==> src/rtl/codec_port_pkg.sv <==
package codec_port_pkg;
  localparam int SLOT_W    = 8;
  localparam int NUM_SLOTS = 8;
  localparam int FRAME_W   = SLOT_W * NUM_SLOTS;
  localparam int HALF_W    = FRAME_W / 2;
  // latch bit: bit 2 of the first slot, counted from the frame's MSB
  localparam int LATCH_POS = FRAME_W - 1 - (SLOT_W - 1 - 2);

  typedef enum logic {
    MODE_CTRL = 1'b0,
    MODE_DATA = 1'b1
  } port_mode_e;

  localparam logic [HALF_W-1:0] CTRL_WMASK = 32'hFCBF_FFFF;
  localparam logic [HALF_W-1:0] SET_WMASK  = 32'hFF7F_DFFF;

  function automatic logic [SLOT_W-1:0] status_byte(input logic busy, input logic echo);
    status_byte = {busy, 1'b0, 1'b1, 2'b00, echo, 2'b00};
  endfunction
endpackage

==> src/rtl/cfp_bit_timer.sv <==
module cfp_bit_timer #(
  parameter int FRAME_W = 64
) (
  input  logic                       clk,
  input  logic                       rst_n,
  input  logic                       bit_en,
  input  logic                       fsync,
  output logic [$clog2(FRAME_W)-1:0] nxt_idx,
  output logic                       frame_done
);
  localparam int IDX_W = $clog2(FRAME_W);
  localparam logic [IDX_W-1:0] LAST = IDX_W'(FRAME_W - 1);

  logic             ok_q;
  logic             ok_now;
  logic [IDX_W-1:0] cur;

  always_comb begin
    cur        = fsync ? '0 : nxt_idx;
    ok_now     = fsync | (ok_q & (nxt_idx != '0));
    frame_done = bit_en & ok_now & (cur == LAST);
  end

  always_ff @(posedge clk) begin
    if (!rst_n) begin
      nxt_idx <= '0;
      ok_q    <= 1'b0;
    end else if (bit_en) begin
      nxt_idx <= (cur == LAST) ? '0 : cur + 1'b1;
      ok_q    <= ok_now;
    end
  end
endmodule

==> src/rtl/cfp_rx_shift.sv <==
module cfp_rx_shift #(
  parameter int FRAME_W = 64
) (
  input  logic               clk,
  input  logic               rst_n,
  input  logic               bit_en,
  input  logic               sdin,
  output logic [FRAME_W-1:0] word
);
  logic [FRAME_W-2:0] sh_q;

  assign word = {sh_q, sdin};

  always_ff @(posedge clk) begin
    if (!rst_n)      sh_q <= '0;
    else if (bit_en) sh_q <= word[FRAME_W-2:0];
  end
endmodule

==> src/rtl/cfp_latch_ctl.sv <==
module cfp_latch_ctl #(
  parameter int LATCH_FRAMES = 2
) (
  input  logic clk,
  input  logic rst_n,
  input  logic frame_done,
  input  logic is_ctrl,
  input  logic clb,
  output logic commit,
  output logic echo_nx
);
  localparam int CNT_W = (LATCH_FRAMES > 1) ? $clog2(LATCH_FRAMES) : 1;
  localparam logic [CNT_W-1:0] CNT_LAST = CNT_W'(LATCH_FRAMES - 1);

  logic             armed_q;
  logic [CNT_W-1:0] cnt_q;
  logic             echo_q;

  always_comb begin
    commit  = frame_done & is_ctrl & clb & armed_q & (cnt_q == CNT_LAST);
    echo_nx = (frame_done & is_ctrl) ? clb : echo_q;
  end

  always_ff @(posedge clk) begin
    if (!rst_n) begin
      armed_q <= 1'b0;
      cnt_q   <= '0;
      echo_q  <= 1'b0;
    end else if (frame_done) begin
      if (is_ctrl) begin
        echo_q <= clb;
        if (!clb || commit) begin
          armed_q <= 1'b0;
          cnt_q   <= '0;
        end else if (armed_q) begin
          cnt_q <= cnt_q + 1'b1;
        end else begin
          armed_q <= 1'b1;
          cnt_q   <= '0;
        end
      end else begin
        armed_q <= 1'b0;
        cnt_q   <= '0;
      end
    end
  end
endmodule

==> src/rtl/cfp_tx_frame.sv <==
module cfp_tx_frame #(
  parameter int FRAME_W = 64
) (
  input  logic                       clk,
  input  logic                       rst_n,
  input  logic                       load,
  input  logic [FRAME_W-1:0]         load_word,
  input  logic [$clog2(FRAME_W)-1:0] nxt_idx,
  output logic                       sdout
);
  localparam int IDX_W = $clog2(FRAME_W);
  localparam logic [IDX_W-1:0] TOP = IDX_W'(FRAME_W - 1);

  logic [FRAME_W-1:0] tx_q;

  assign sdout = tx_q[TOP - nxt_idx];

  always_ff @(posedge clk) begin
    if (!rst_n)    tx_q <= '0;
    else if (load) tx_q <= load_word;
  end
endmodule

==> src/rtl/codec_frame_port.sv <==
module codec_frame_port
  import codec_port_pkg::*;
#(
  parameter logic [3:0] REVISION     = 4'h2,
  parameter int         LATCH_FRAMES = 2
) (
  input  logic        clk,
  input  logic        rst_n,
  input  logic        bit_en,
  input  logic        fsync,
  input  logic        sdin,
  output logic        sdout,
  input  logic        mode_sel,
  input  logic        cal_busy,
  input  logic        adc_over,
  output logic        pcm_valid,
  input  logic        pcm_ready,
  output logic [31:0] pcm_data,
  input  logic        cap_valid,
  output logic        cap_ready,
  input  logic [31:0] cap_data,
  output logic [31:0] ctrl_word,
  output logic        ctrl_upd,
  output logic [31:0] settings
);
  localparam int IDX_W = $clog2(FRAME_W);

  logic [IDX_W-1:0]   nxt_idx;
  logic               frame_done;
  logic [FRAME_W-1:0] rx_word;
  logic               commit;
  logic               echo_nx;
  port_mode_e         mode_q;
  logic               is_ctrl;
  logic [HALF_W-1:0]  set_nx;
  logic [HALF_W-1:0]  cap_hold;
  logic               cap_full;
  logic               consume;
  logic [FRAME_W-1:0] ret_word;

  cfp_bit_timer #(.FRAME_W(FRAME_W)) u_timer (
    .clk(clk), .rst_n(rst_n), .bit_en(bit_en), .fsync(fsync),
    .nxt_idx(nxt_idx), .frame_done(frame_done)
  );

  cfp_rx_shift #(.FRAME_W(FRAME_W)) u_rx (
    .clk(clk), .rst_n(rst_n), .bit_en(bit_en), .sdin(sdin), .word(rx_word)
  );

  assign is_ctrl = (mode_q == MODE_CTRL);

  cfp_latch_ctl #(.LATCH_FRAMES(LATCH_FRAMES)) u_latch (
    .clk(clk), .rst_n(rst_n), .frame_done(frame_done), .is_ctrl(is_ctrl),
    .clb(rx_word[LATCH_POS]), .commit(commit), .echo_nx(echo_nx)
  );

  // mode for the next frame is taken at the boundary
  always_ff @(posedge clk) begin
    if (!rst_n)          mode_q <= MODE_CTRL;
    else if (frame_done) mode_q <= port_mode_e'(mode_sel);
  end

  // committed control slots
  always_ff @(posedge clk) begin
    if (!rst_n) begin
      ctrl_word <= '0;
      ctrl_upd  <= 1'b0;
    end else begin
      ctrl_upd <= commit;
      if (commit) ctrl_word <= rx_word[FRAME_W-1 -: HALF_W] & CTRL_WMASK;
    end
  end

  // data-mode settings
  assign set_nx = (frame_done && !is_ctrl) ? (rx_word[HALF_W-1:0] & SET_WMASK) : settings;

  always_ff @(posedge clk) begin
    if (!rst_n) settings <= '0;
    else        settings <= set_nx;
  end

  // received sample stream
  always_ff @(posedge clk) begin
    if (!rst_n) begin
      pcm_valid <= 1'b0;
      pcm_data  <= '0;
    end else begin
      if (pcm_valid && pcm_ready) pcm_valid <= 1'b0;
      if (frame_done && !is_ctrl && (!pcm_valid || pcm_ready)) begin
        pcm_valid <= 1'b1;
        pcm_data  <= rx_word[FRAME_W-1 -: HALF_W];
      end
    end
  end

  // capture sample stream
  assign cap_ready = !cap_full;
  assign consume   = frame_done && (mode_sel == MODE_DATA);

  always_ff @(posedge clk) begin
    if (!rst_n) begin
      cap_full <= 1'b0;
      cap_hold <= '0;
    end else begin
      if (consume) cap_full <= 1'b0;
      if (cap_valid && !cap_full) begin
        cap_full <= 1'b1;
        cap_hold <= cap_data;
      end
    end
  end

  // return frame for the next frame period
  always_comb begin
    if (mode_sel == MODE_DATA) begin
      ret_word = {cap_hold,
                  set_nx[31:24],
                  set_nx[23:16] | {cal_busy, 7'b0},
                  set_nx[15:8]  | {2'b0, adc_over, 5'b0},
                  set_nx[7:0]};
    end else begin
      ret_word = {{HALF_W{1'b0}},
                  status_byte(cal_busy, echo_nx),
                  {4'h0, REVISION},
                  {(2*SLOT_W){1'b0}}};
    end
  end

  cfp_tx_frame #(.FRAME_W(FRAME_W)) u_tx (
    .clk(clk), .rst_n(rst_n), .load(frame_done), .load_word(ret_word),
    .nxt_idx(nxt_idx), .sdout(sdout)
  );
endmodule

==> config.mk <==
export PLATFORM = sky130hd
export DESIGN_NAME = codec_frame_port
export DESIGN_NICKNAME = d
export VERILOG_FILES = /design/src/rtl/codec_port_pkg.sv /design/src/rtl/cfp_bit_timer.sv /design/src/rtl/cfp_rx_shift.sv /design/src/rtl/cfp_latch_ctl.sv /design/src/rtl/cfp_tx_frame.sv /design/src/rtl/codec_frame_port.sv
export SDC_FILE = /design/constraint.sdc
export NUM_CORES = 1
export LEC_CHECK = 0
export BUFFER_PORTS_ARGS = -buffer_cell sky130_fd_sc_hd__buf_2
export CAP_MARGIN = 10
export CELL_PAD_IN_SITES_DETAIL_PLACEMENT = 1
export CELL_PAD_IN_SITES_GLOBAL_PLACEMENT = 2
export CORE_ASPECT_RATIO = 1.4
export CORE_MARGIN = 10
export CORE_UTILIZATION = 35
export DETAILED_ROUTE_END_ITERATION = 6
export PLACE_DENSITY = 0.83
export SLEW_MARGIN = 20
export SYNTH_ARGS = -nofsm -noshare
export SYNTH_HDL_FRONTEND = slang
export SYNTH_SLANG_ARGS = --single-unit
==> constraint.sdc <==
create_clock -name clk -period 2.97 [get_ports clk]
set_input_delay 0.297 -clock clk [delete_from_list [all_inputs] [get_ports clk]]
set_output_delay 0.297 -clock clk [all_outputs]
set_load 0.005 [all_outputs]
Word-level counts from Yosys, hierarchy flattened
Index checks and enable logic that the tools add are counted.
{ "word_totals": {"reg_bits": 266, "input_bits": 42, "output_inout_bits": 100, "elab_cells": 61} }
{ "op_classes": {"n_addsub": 3, "n_lt_le_gt_ge": 1, "n_eq_ne": 1, "mux": 16, "bitwise": 11, "n_reduce_logical": 14} }
{ "ops": {"columns": ["op", "n"], "rows": [
  ["64-bit 2-to-1 mux", 1],
  ["32-bit 2-to-1 mux", 1],
  ["6-bit 2-to-1 mux", 2],
  ["1-bit 2-to-1 mux", 11],
  ["8-bit by 6-bit bitwise OR with 8-bit output", 1],
  ["8-bit bitwise OR", 1],
  ["1-bit AND", 7],
  ["6-bit by 7-bit < comparator with 1-bit output (second input constant)", 1],
  ["6-bit by 1-bit adder with 6-bit output (second input constant)", 1],
  ["1-bit binary-select mux with 6-bit select", 1],
  ["6-bit == test (second input constant)", 1],
  ["6-bit nonzero test", 1],
  ["6-bit subtractor (first input constant)", 1],
  ["1-bit logical AND", 5],
  ["2-bit nonzero test", 2],
  ["1-bit zero test", 3],
  ["1-bit logical OR", 2],
  ["2-bit AND reduction", 1],
  ["1-bit adder (second input constant)", 1],
  ["1-bit inverter", 1],
  ["1-bit bitwise OR", 1]
]} }

Depth between registers and ports, before layout
{ "depth": {"word_depth": 12, "ltp_mapped": 12, "mapped_depth_nobuf": 7} }

Cells and area by module
From an unflattened synthesis, not the netlist that was laid out.
{ "unflattened": {"hier_cells": 1092, "hier_area_um2": 11330.9} }
{ "modules_own_cells": {"columns": ["mod", "n_inst", "cells_each", "area_per_inst_um2", "seq_area_each_um2"], "rows": [
  ["codec_frame_port", 1, 570, 5373.9, 2582.5],
  ["cfp_tx_frame", 1, 248, 2925.3, 1281.2],
  ["cfp_rx_shift", 1, 203, 2447.3, 1261.2],
  ["cfp_bit_timer", 1, 54, 439.2, 140.1],
  ["cfp_latch_ctl", 1, 17, 145.1, 60.1]
]} }

Least setup slack after synthesis
Ideal clock, no wire load.
{ "synth_timing": {"path_type": "register to register", "startpoint": "register u_timer.nxt_idx[1]", "endpoint": "register ctrl_word[18]", "setup_ps": 128, "arrival_ps": 2415, "required_time_ps": 2842, "setup_slack_ps": 427, "stages_incl_launch_ff": 13, "n_path_buf": 5, "period_less_slack_ps": 2543, "path_cell_list": "dfxtp_1 clkbuf_1 buf_2 nor2b_1 ha_1 nand3_2 nor3_4 and4_1 clkbuf_1 buf_4 buf_6 mux2i_1 nor2_1"} }
{ "synth_via": {"elab_chain_cells": 9, "elab_cells_between_ends": 11, "classes_between": "eq/ne (1); mux (1); bitwise (8); reduce/logical (1)"} }
{ "synth_rtl": {"columns": ["item", "line", "source"], "rows": [
  ["from (decl)", "cfp_bit_timer.sv:8", "output logic [$clog2(FRAME_W)-1:0] nxt_idx,"],
  ["from (signal assigned)", "cfp_bit_timer.sv:29", "nxt_idx <= (cur == LAST) ? '0 : cur + 1'b1;"],
  ["6-bit nonzero test", "cfp_bit_timer.sv:20", "ok_now = fsync | (ok_q & (nxt_idx != '0));"],
  ["1-bit AND", "cfp_bit_timer.sv:20", null],
  ["1-bit bitwise OR", "cfp_bit_timer.sv:20", null],
  ["1-bit AND", "cfp_bit_timer.sv:21", "frame_done = bit_en & ok_now & (cur == LAST);"],
  ["1-bit AND (*)", "cfp_bit_timer.sv:21", null],
  ["1-bit AND (*) (4 in a row)", "cfp_latch_ctl.sv:20", "commit = frame_done & is_ctrl & clb & armed_q & (cnt_q == CNT_LAST);"],
  ["to (signal assigned)", "codec_frame_port.sv:70", "if (commit) ctrl_word <= rx_word[FRAME_W-1 -: HALF_W] & CTRL_WMASK;"],
  ["to (decl)", "codec_frame_port.sv:22", "output logic [31:0] ctrl_word,"]
]} }
Mark *: on every way between the ends. The rest lies on a longest branch, timed or not.
A chain may end at the register's enable or synchronous reset.

Worst setup path in the final report
{ "layout_timing": {"startpoint": "register u_timer.nxt_idx[0]", "endpoint": "output port sdout"} }
{ "layout_via": {"elab_chain_cells": 3} }
{ "layout_rtl": {"columns": ["item", "line", "source"], "rows": [
  ["6-bit subtractor", "cfp_tx_frame.sv:16", "assign sdout = tx_q[TOP - nxt_idx];"],
  ["1-bit binary-select mux with 6-bit select", "cfp_tx_frame.sv:16", null],
  ["1-bit 2-to-1 mux (not written as such)", "cfp_tx_frame.sv:16", null],
  ["to (decl)", "codec_frame_port.sv:12", "output logic sdout,"]
]} }
No other way between the ends. The select of a mux whose other input is x is not followed.

==> flow_summary.html <==
<table>
<tr><th>Metric</th><th>Value</th></tr>
<tr><th colspan="2">STA</th></tr>
<tr><td>Max-slew headroom</td><td>0.471</td></tr>
<tr><td>Worst-margin pin slew</td><td>0.794 ns</td></tr>
<tr><td>Minimum setup slack in the final design</td><td>0.112 ns</td></tr>
<tr><td>Tmin final</td><td>roughly 2.9 ns</td></tr>
<tr><td>Post-Route Hold Slack</td><td>0.0200 ns</td></tr>
<tr><td>RSZ-0062 raised after global routing</td><td>false</td></tr>
<tr><td>Setup TNS after final layout</td><td>0 ns</td></tr>
<tr><td>Fin crit share</td><td>0.962</td></tr>
<tr><td>Total count of max-transition violations in the final report</td><td>0</td></tr>
<tr><td>Worst setup skew after layout</td><td>0.0106 ns</td></tr>
<tr><td>Final Hold Violating Endpoints</td><td>0</td></tr>
<tr><td>Setup Viol. Count Final</td><td>0</td></tr>
<tr><td>Highest clock frequency the design can meet</td><td>~0.35 GHz</td></tr>
<tr><th colspan="2">Die</th></tr>
<tr><td>Die X-Extent</td><td>163 microns</td></tr>
<tr><td>Top-level I/O count</td><td>142</td></tr>
<tr><td>Floorplan die area</td><td>35800 sq um</td></tr>
<tr><td>Starting density of the core</td><td>0.353</td></tr>
<tr><td>Height of the chip</td><td>220 microns</td></tr>
<tr><td>Core Footprint</td><td>between 20000 and 30000 sq um</td></tr>
<tr><td>Number of rows in the core area</td><td>73</td></tr>
<tr><th colspan="2">Power and ir drop</th></tr>
<tr><td>Power per standard cell area</td><td>596 nW/um^2</td></tr>
<tr><td>Cell leakage power</td><td>just under 5 nW</td></tr>
<tr><td>Worst IR drop on VDD</td><td>0.338 mV</td></tr>
<tr><th colspan="2">Layout</th></tr>
<tr><td>Layout cells sized above 1</td><td>0.185</td></tr>
<tr><td>Number of nets in the finished design</td><td>1243</td></tr>
<tr><td>Count of inserted antenna diode cells</td><td>0</td></tr>
<tr><td>Area Growth Syn to Fin</td><td>20.2%</td></tr>
<tr><th colspan="2">Clock network</th></tr>
<tr><td># Post-CTS Setup Buffers</td><td>0</td></tr>
<tr><td>CTS tree</td><td>done</td></tr>
<tr><td>H-Tree Level Count</td><td>1</td></tr>
<tr><td>Worst-case clock buffer depth</td><td>3</td></tr>
<tr><td>Number of clock sinks seen by CTS</td><td>266</td></tr>
<tr><td>Clock edge transition at the registers on the reported setup and hold paths</td><td>0.06 ns</td></tr>
<tr><td>Number of buffers created by CTS</td><td>27</td></tr>
<tr><td>Clock latency reported for the late side of the worst-skew pair</td><td>between 0.5 and 0.6 ns</td></tr>
<tr><td>CTS root buffer</td><td>sky130_fd_sc_hd__clkbuf_16</td></tr>
<tr><th colspan="2">Global route</th></tr>
<tr><td>Pin count of the biggest net entering global routing</td><td>83</td></tr>
<tr><td>Number of antenna violations at the first check in global routing</td><td>1</td></tr>
<tr><td>Number of global-route vias before repair</td><td>a little over 8k</td></tr>
<tr><td>First-pass GRT wire length</td><td>42.8 mm</td></tr>
<tr><td>Total grt overflow</td><td>0</td></tr>
<tr><td>Aggregate global-route resource usage</td><td>0.144</td></tr>
<tr><th colspan="2">Synthesis</th></tr>
<tr><td>Number of instances in the synthesized netlist</td><td>1075</td></tr>
<tr><td>Synth async-reset ratio</td><td>0</td></tr>
<tr><td>Post-synthesis sequential area ratio</td><td>0.533</td></tr>
<tr><td>Fraction of the mapped netlist area in adder cells</td><td>0.00125</td></tr>
<tr><td>Commonest cells in the synthesized netlist</td><td>266 x sky130_fd_sc_hd__dfxtp_1, 203 x sky130_fd_sc_hd__nand2_1, 136 x sky130_fd_sc_hd__nor2_1</td></tr>
<tr><td>Cell variety after synth</td><td>46</td></tr>
<tr><td>Area share of the leading cell type in the synthesized netlist</td><td>0.533</td></tr>
<tr><td>Area fraction in and, or, nand and nor cells after synthesis</td><td>0.172</td></tr>
<tr><td>Netlist area before placement</td><td>9990 sq um</td></tr>
<tr><td>Largest cells by area after synthesis</td><td>sky130_fd_sc_hd__dfxtp_1 53%, sky130_fd_sc_hd__mux2i_1 13%, sky130_fd_sc_hd__nand2_1 7.6%</td></tr>
<tr><td>Compound-gate portion of the synthesized area</td><td>0.0859</td></tr>
<tr><td>Most common cell in the synthesized netlist</td><td>sky130_fd_sc_hd__dfxtp_1</td></tr>
<tr><td>Multiplexer share of the synthesized area</td><td>0.166</td></tr>
<tr><td>Synthesized-area fraction occupied by xor and xnor cells</td><td>0</td></tr>
<tr><td>Flops &amp; latches, synth</td><td>266</td></tr>
<tr><td>Count of flip-flops with a built-in enable after synthesis</td><td>0</td></tr>
<tr><td>Leading area contributor after synthesis</td><td>sky130_fd_sc_hd__dfxtp_1</td></tr>
<tr><td>Most used DFF post-synth</td><td>sky130_fd_sc_hd__dfxtp_1</td></tr>
<tr><td>Mean instance size in the synthesized netlist</td><td>9.30 sq um</td></tr>
<tr><td>Largest family of logic cells by synthesized area</td><td>simple AND/OR/NAND/NOR gates</td></tr>
<tr><td>Number of warning messages in the yosys log</td><td>0</td></tr>
<tr><th colspan="2">Worst setup path</th></tr>
<tr><td>Standard cell with the maximum stage delay on the critical path</td><td>sky130_fd_sc_hd__mux4_1</td></tr>
<tr><td>Arrival @ worst endpoint</td><td>2.56 ns</td></tr>
<tr><td>Cell depth of the worst flop-to-flop path</td><td>8</td></tr>
<tr><td>Type of element launching the critical path</td><td>flop</td></tr>
<tr><td>List of cells traversed by the critical path</td><td>mux4_1 -&gt; mux4_2 -&gt; nor2b_1 -&gt; nor3_2 -&gt; a211oi_1 -&gt; buf_2</td></tr>
<tr><td>Critical path endpoint category</td><td>output pin</td></tr>
<tr><td>Maximum fanout encountered on the critical timing path</td><td>8</td></tr>
<tr><td>Delay of the slowest cell on the worst path</td><td>0.58 ns</td></tr>
<tr><td>Worst setup path category</td><td>flop to output pin</td></tr>
<tr><td>CP Data Required Time</td><td>2.67 ns</td></tr>
<tr><th colspan="2">Drt</th></tr>
<tr><td>Count of unresolved DRC violations after routing</td><td>0</td></tr>
<tr><td>Number of optimization iterations in the first detailed-route pass</td><td>4</td></tr>
<tr><td>Total vias in the final route</td><td>7806</td></tr>
<tr><td>Routed Antenna Nets</td><td>0</td></tr>
<tr><td>Total wire length</td><td>26.6 mm</td></tr>
<tr><td>Via density per instance</td><td>4.90</td></tr>
<tr><td>Initial DRC Count</td><td>304</td></tr>
<tr><td>Avg WL per Cell</td><td>16.7 microns</td></tr>
<tr><th colspan="2">Min path</th></tr>
<tr><td>Cell count of the worst hold path</td><td>3</td></tr>
<tr><td>Hold WC Path Type</td><td>input port to flop</td></tr>
<tr><th colspan="2">Run</th></tr>
<tr><td># Max-Cap Violations</td><td>0</td></tr>
<tr><th colspan="2">Placement</th></tr>
<tr><td>Pre-CTS setup slack</td><td>0.297 ns</td></tr>
<tr><td>Buffers added on ports</td><td>138</td></tr>
<tr><td>Routability Congestion</td><td>0.734</td></tr>
<tr><td>Post-detailed-placement half-perimeter wirelength</td><td>18.2 mm</td></tr>
<tr><th colspan="2">Run status</th></tr>
<tr><td>Result of the run</td><td>completed</td></tr>
</table>
## final timing paths
| path | start | to | slack, ns |
|---|---|---|---|
| max | u_timer.nxt_idx[0] | sdout | 0.11 |
| min | cap_data[29] | cap_hold[29] | 0.02 |
| max reg2reg | u_timer.nxt_idx[0] | pcm_data[15] | 0.42 |
| min reg2reg | u_tx.tx_q[50] | u_tx.tx_q[50] | 0.45 |
## flip-flops by register name, summed over array words and instances (netlist names)
signal / count
cap_full: 1
pcm_valid: 1
u_timer.nxt_idx: 6
ctrl_word: 29
u_tx.tx_q: 64
u_latch.echo_q: 1
settings: 32
u_latch.armed_q: 1
ctrl_upd: 1
pcm_data: 32
u_timer.ok_q: 1
cap_hold: 32
mode_q: 1
u_rx.sh_q: 63
u_latch.cnt_q: 1
## repair_timing
| item | in CTS | in global routing |
|---|---|---|
| gates resized for setup | 3 | 1 |
| setup endpoints to repair | 1 | 1 |
| hold buffers | 21 | 0 |
| endpoints found under the hold margin | 21 | 0 |
## cell type report
cell class / count / area (sq um)
inverters: 3 / 16.3
well taps: 375 / 469
fillers: 3294 / 16300
clock buffers: 41 / 758
multi-input cells: 721 / 4260
clock inverters: 5 / 75.1
flip-flops and latches: 266 / 5330
repair buffers: 181 / 1110
## report_power, final
group	internal, mW	total, mW	leakage (nW)	switching, mW
logic	0.107	0.274	2.41	0.167
registers	3.60	3.62	2.15	0.0200
clock network	1.92	3.27	0.407	1.35
total	5.62	7.16	4.97	1.54
## per-stage QoR
stage / utilization / cells / total power, mW / cell area, sq um
6_report: 0.424 / 1592 / 7.16 / 12000
5_1_grt: 0.424 / 1592 / 7.44 / 12000
4_1_cts: 0.424 / 1592 / 7.27 / 12000
3_5_place_dp: 0.387 / 1525 / 3.96 / 11000
3_3_place_gp: 0.387 / 1525 / 3.95 / 11000
2_1_floorplan: - / 1077 / 3.87 / 10000
## critical path: cells and delay by family, from the launching register on
kind | cells | cell delay, ns
mux | 2 | 1.03
flops | 1 | 0.40
simple gates | 2 | 0.34
buf+inv | 1 | 0.15
compound gates | 1 | 0.11
## cells by family (layout without fill, tap and decap cells)
group           after synthesis  in the layout
compound gates              161            161
fa+ha+maj                     1              1
buf+inv                      90            230
flops                       266            266
mux                         144            144
other cells                   1              3
simple gates                412            412
## cells in the final DEF (no fill, tap or decap), types with 3 or more instances in the layout
cell type / Yosys / final
sky130_fd_sc_hd__nand2_1: 203 / 202
sky130_fd_sc_hd__dfxtp_1: 266 / 264
sky130_fd_sc_hd__mux4_2: 13 / 13
sky130_fd_sc_hd__buf_2: 10 / 137
sky130_fd_sc_hd__mux2i_1: 126 / 126
sky130_fd_sc_hd__mux4_1: 3 / 3
sky130_fd_sc_hd__clkbuf_16: 0 / 27
sky130_fd_sc_hd__dlygate4sd3_1: 0 / 21
sky130_fd_sc_hd__and3_1: 4 / 4
sky130_fd_sc_hd__clkbuf_1: 54 / 11
sky130_fd_sc_hd__nand3_1: 39 / 39
sky130_fd_sc_hd__buf_12: 0 / 3
sky130_fd_sc_hd__nand2b_1: 7 / 7
sky130_fd_sc_hd__nor2b_1: 7 / 6
sky130_fd_sc_hd__buf_4: 6 / 20
sky130_fd_sc_hd__conb_1: 1 / 3
sky130_fd_sc_hd__nor2_1: 136 / 136
sky130_fd_sc_hd__o21ai_0: 32 / 32
sky130_fd_sc_hd__clkbuf_8: 0 / 3
sky130_fd_sc_hd__a21oi_1: 113 / 113
sky130_fd_sc_hd__clkinv_2: 0 / 3
## per-layer routing
metal / part of all wire / global-route usage / vias up / wire [microns]
met5: 0.00064 / 0 / - / 17
li1: - / - / 3864 / -
met4: 0.015 / 0.0355 / 2 / 395
met3: 0.049 / 0.0299 / 27 / 1290
met2: 0.51 / 0.261 / 131 / 13700
met1: 0.42 / 0.168 / 3782 / 11200
(Power assumes the default switching activity.)
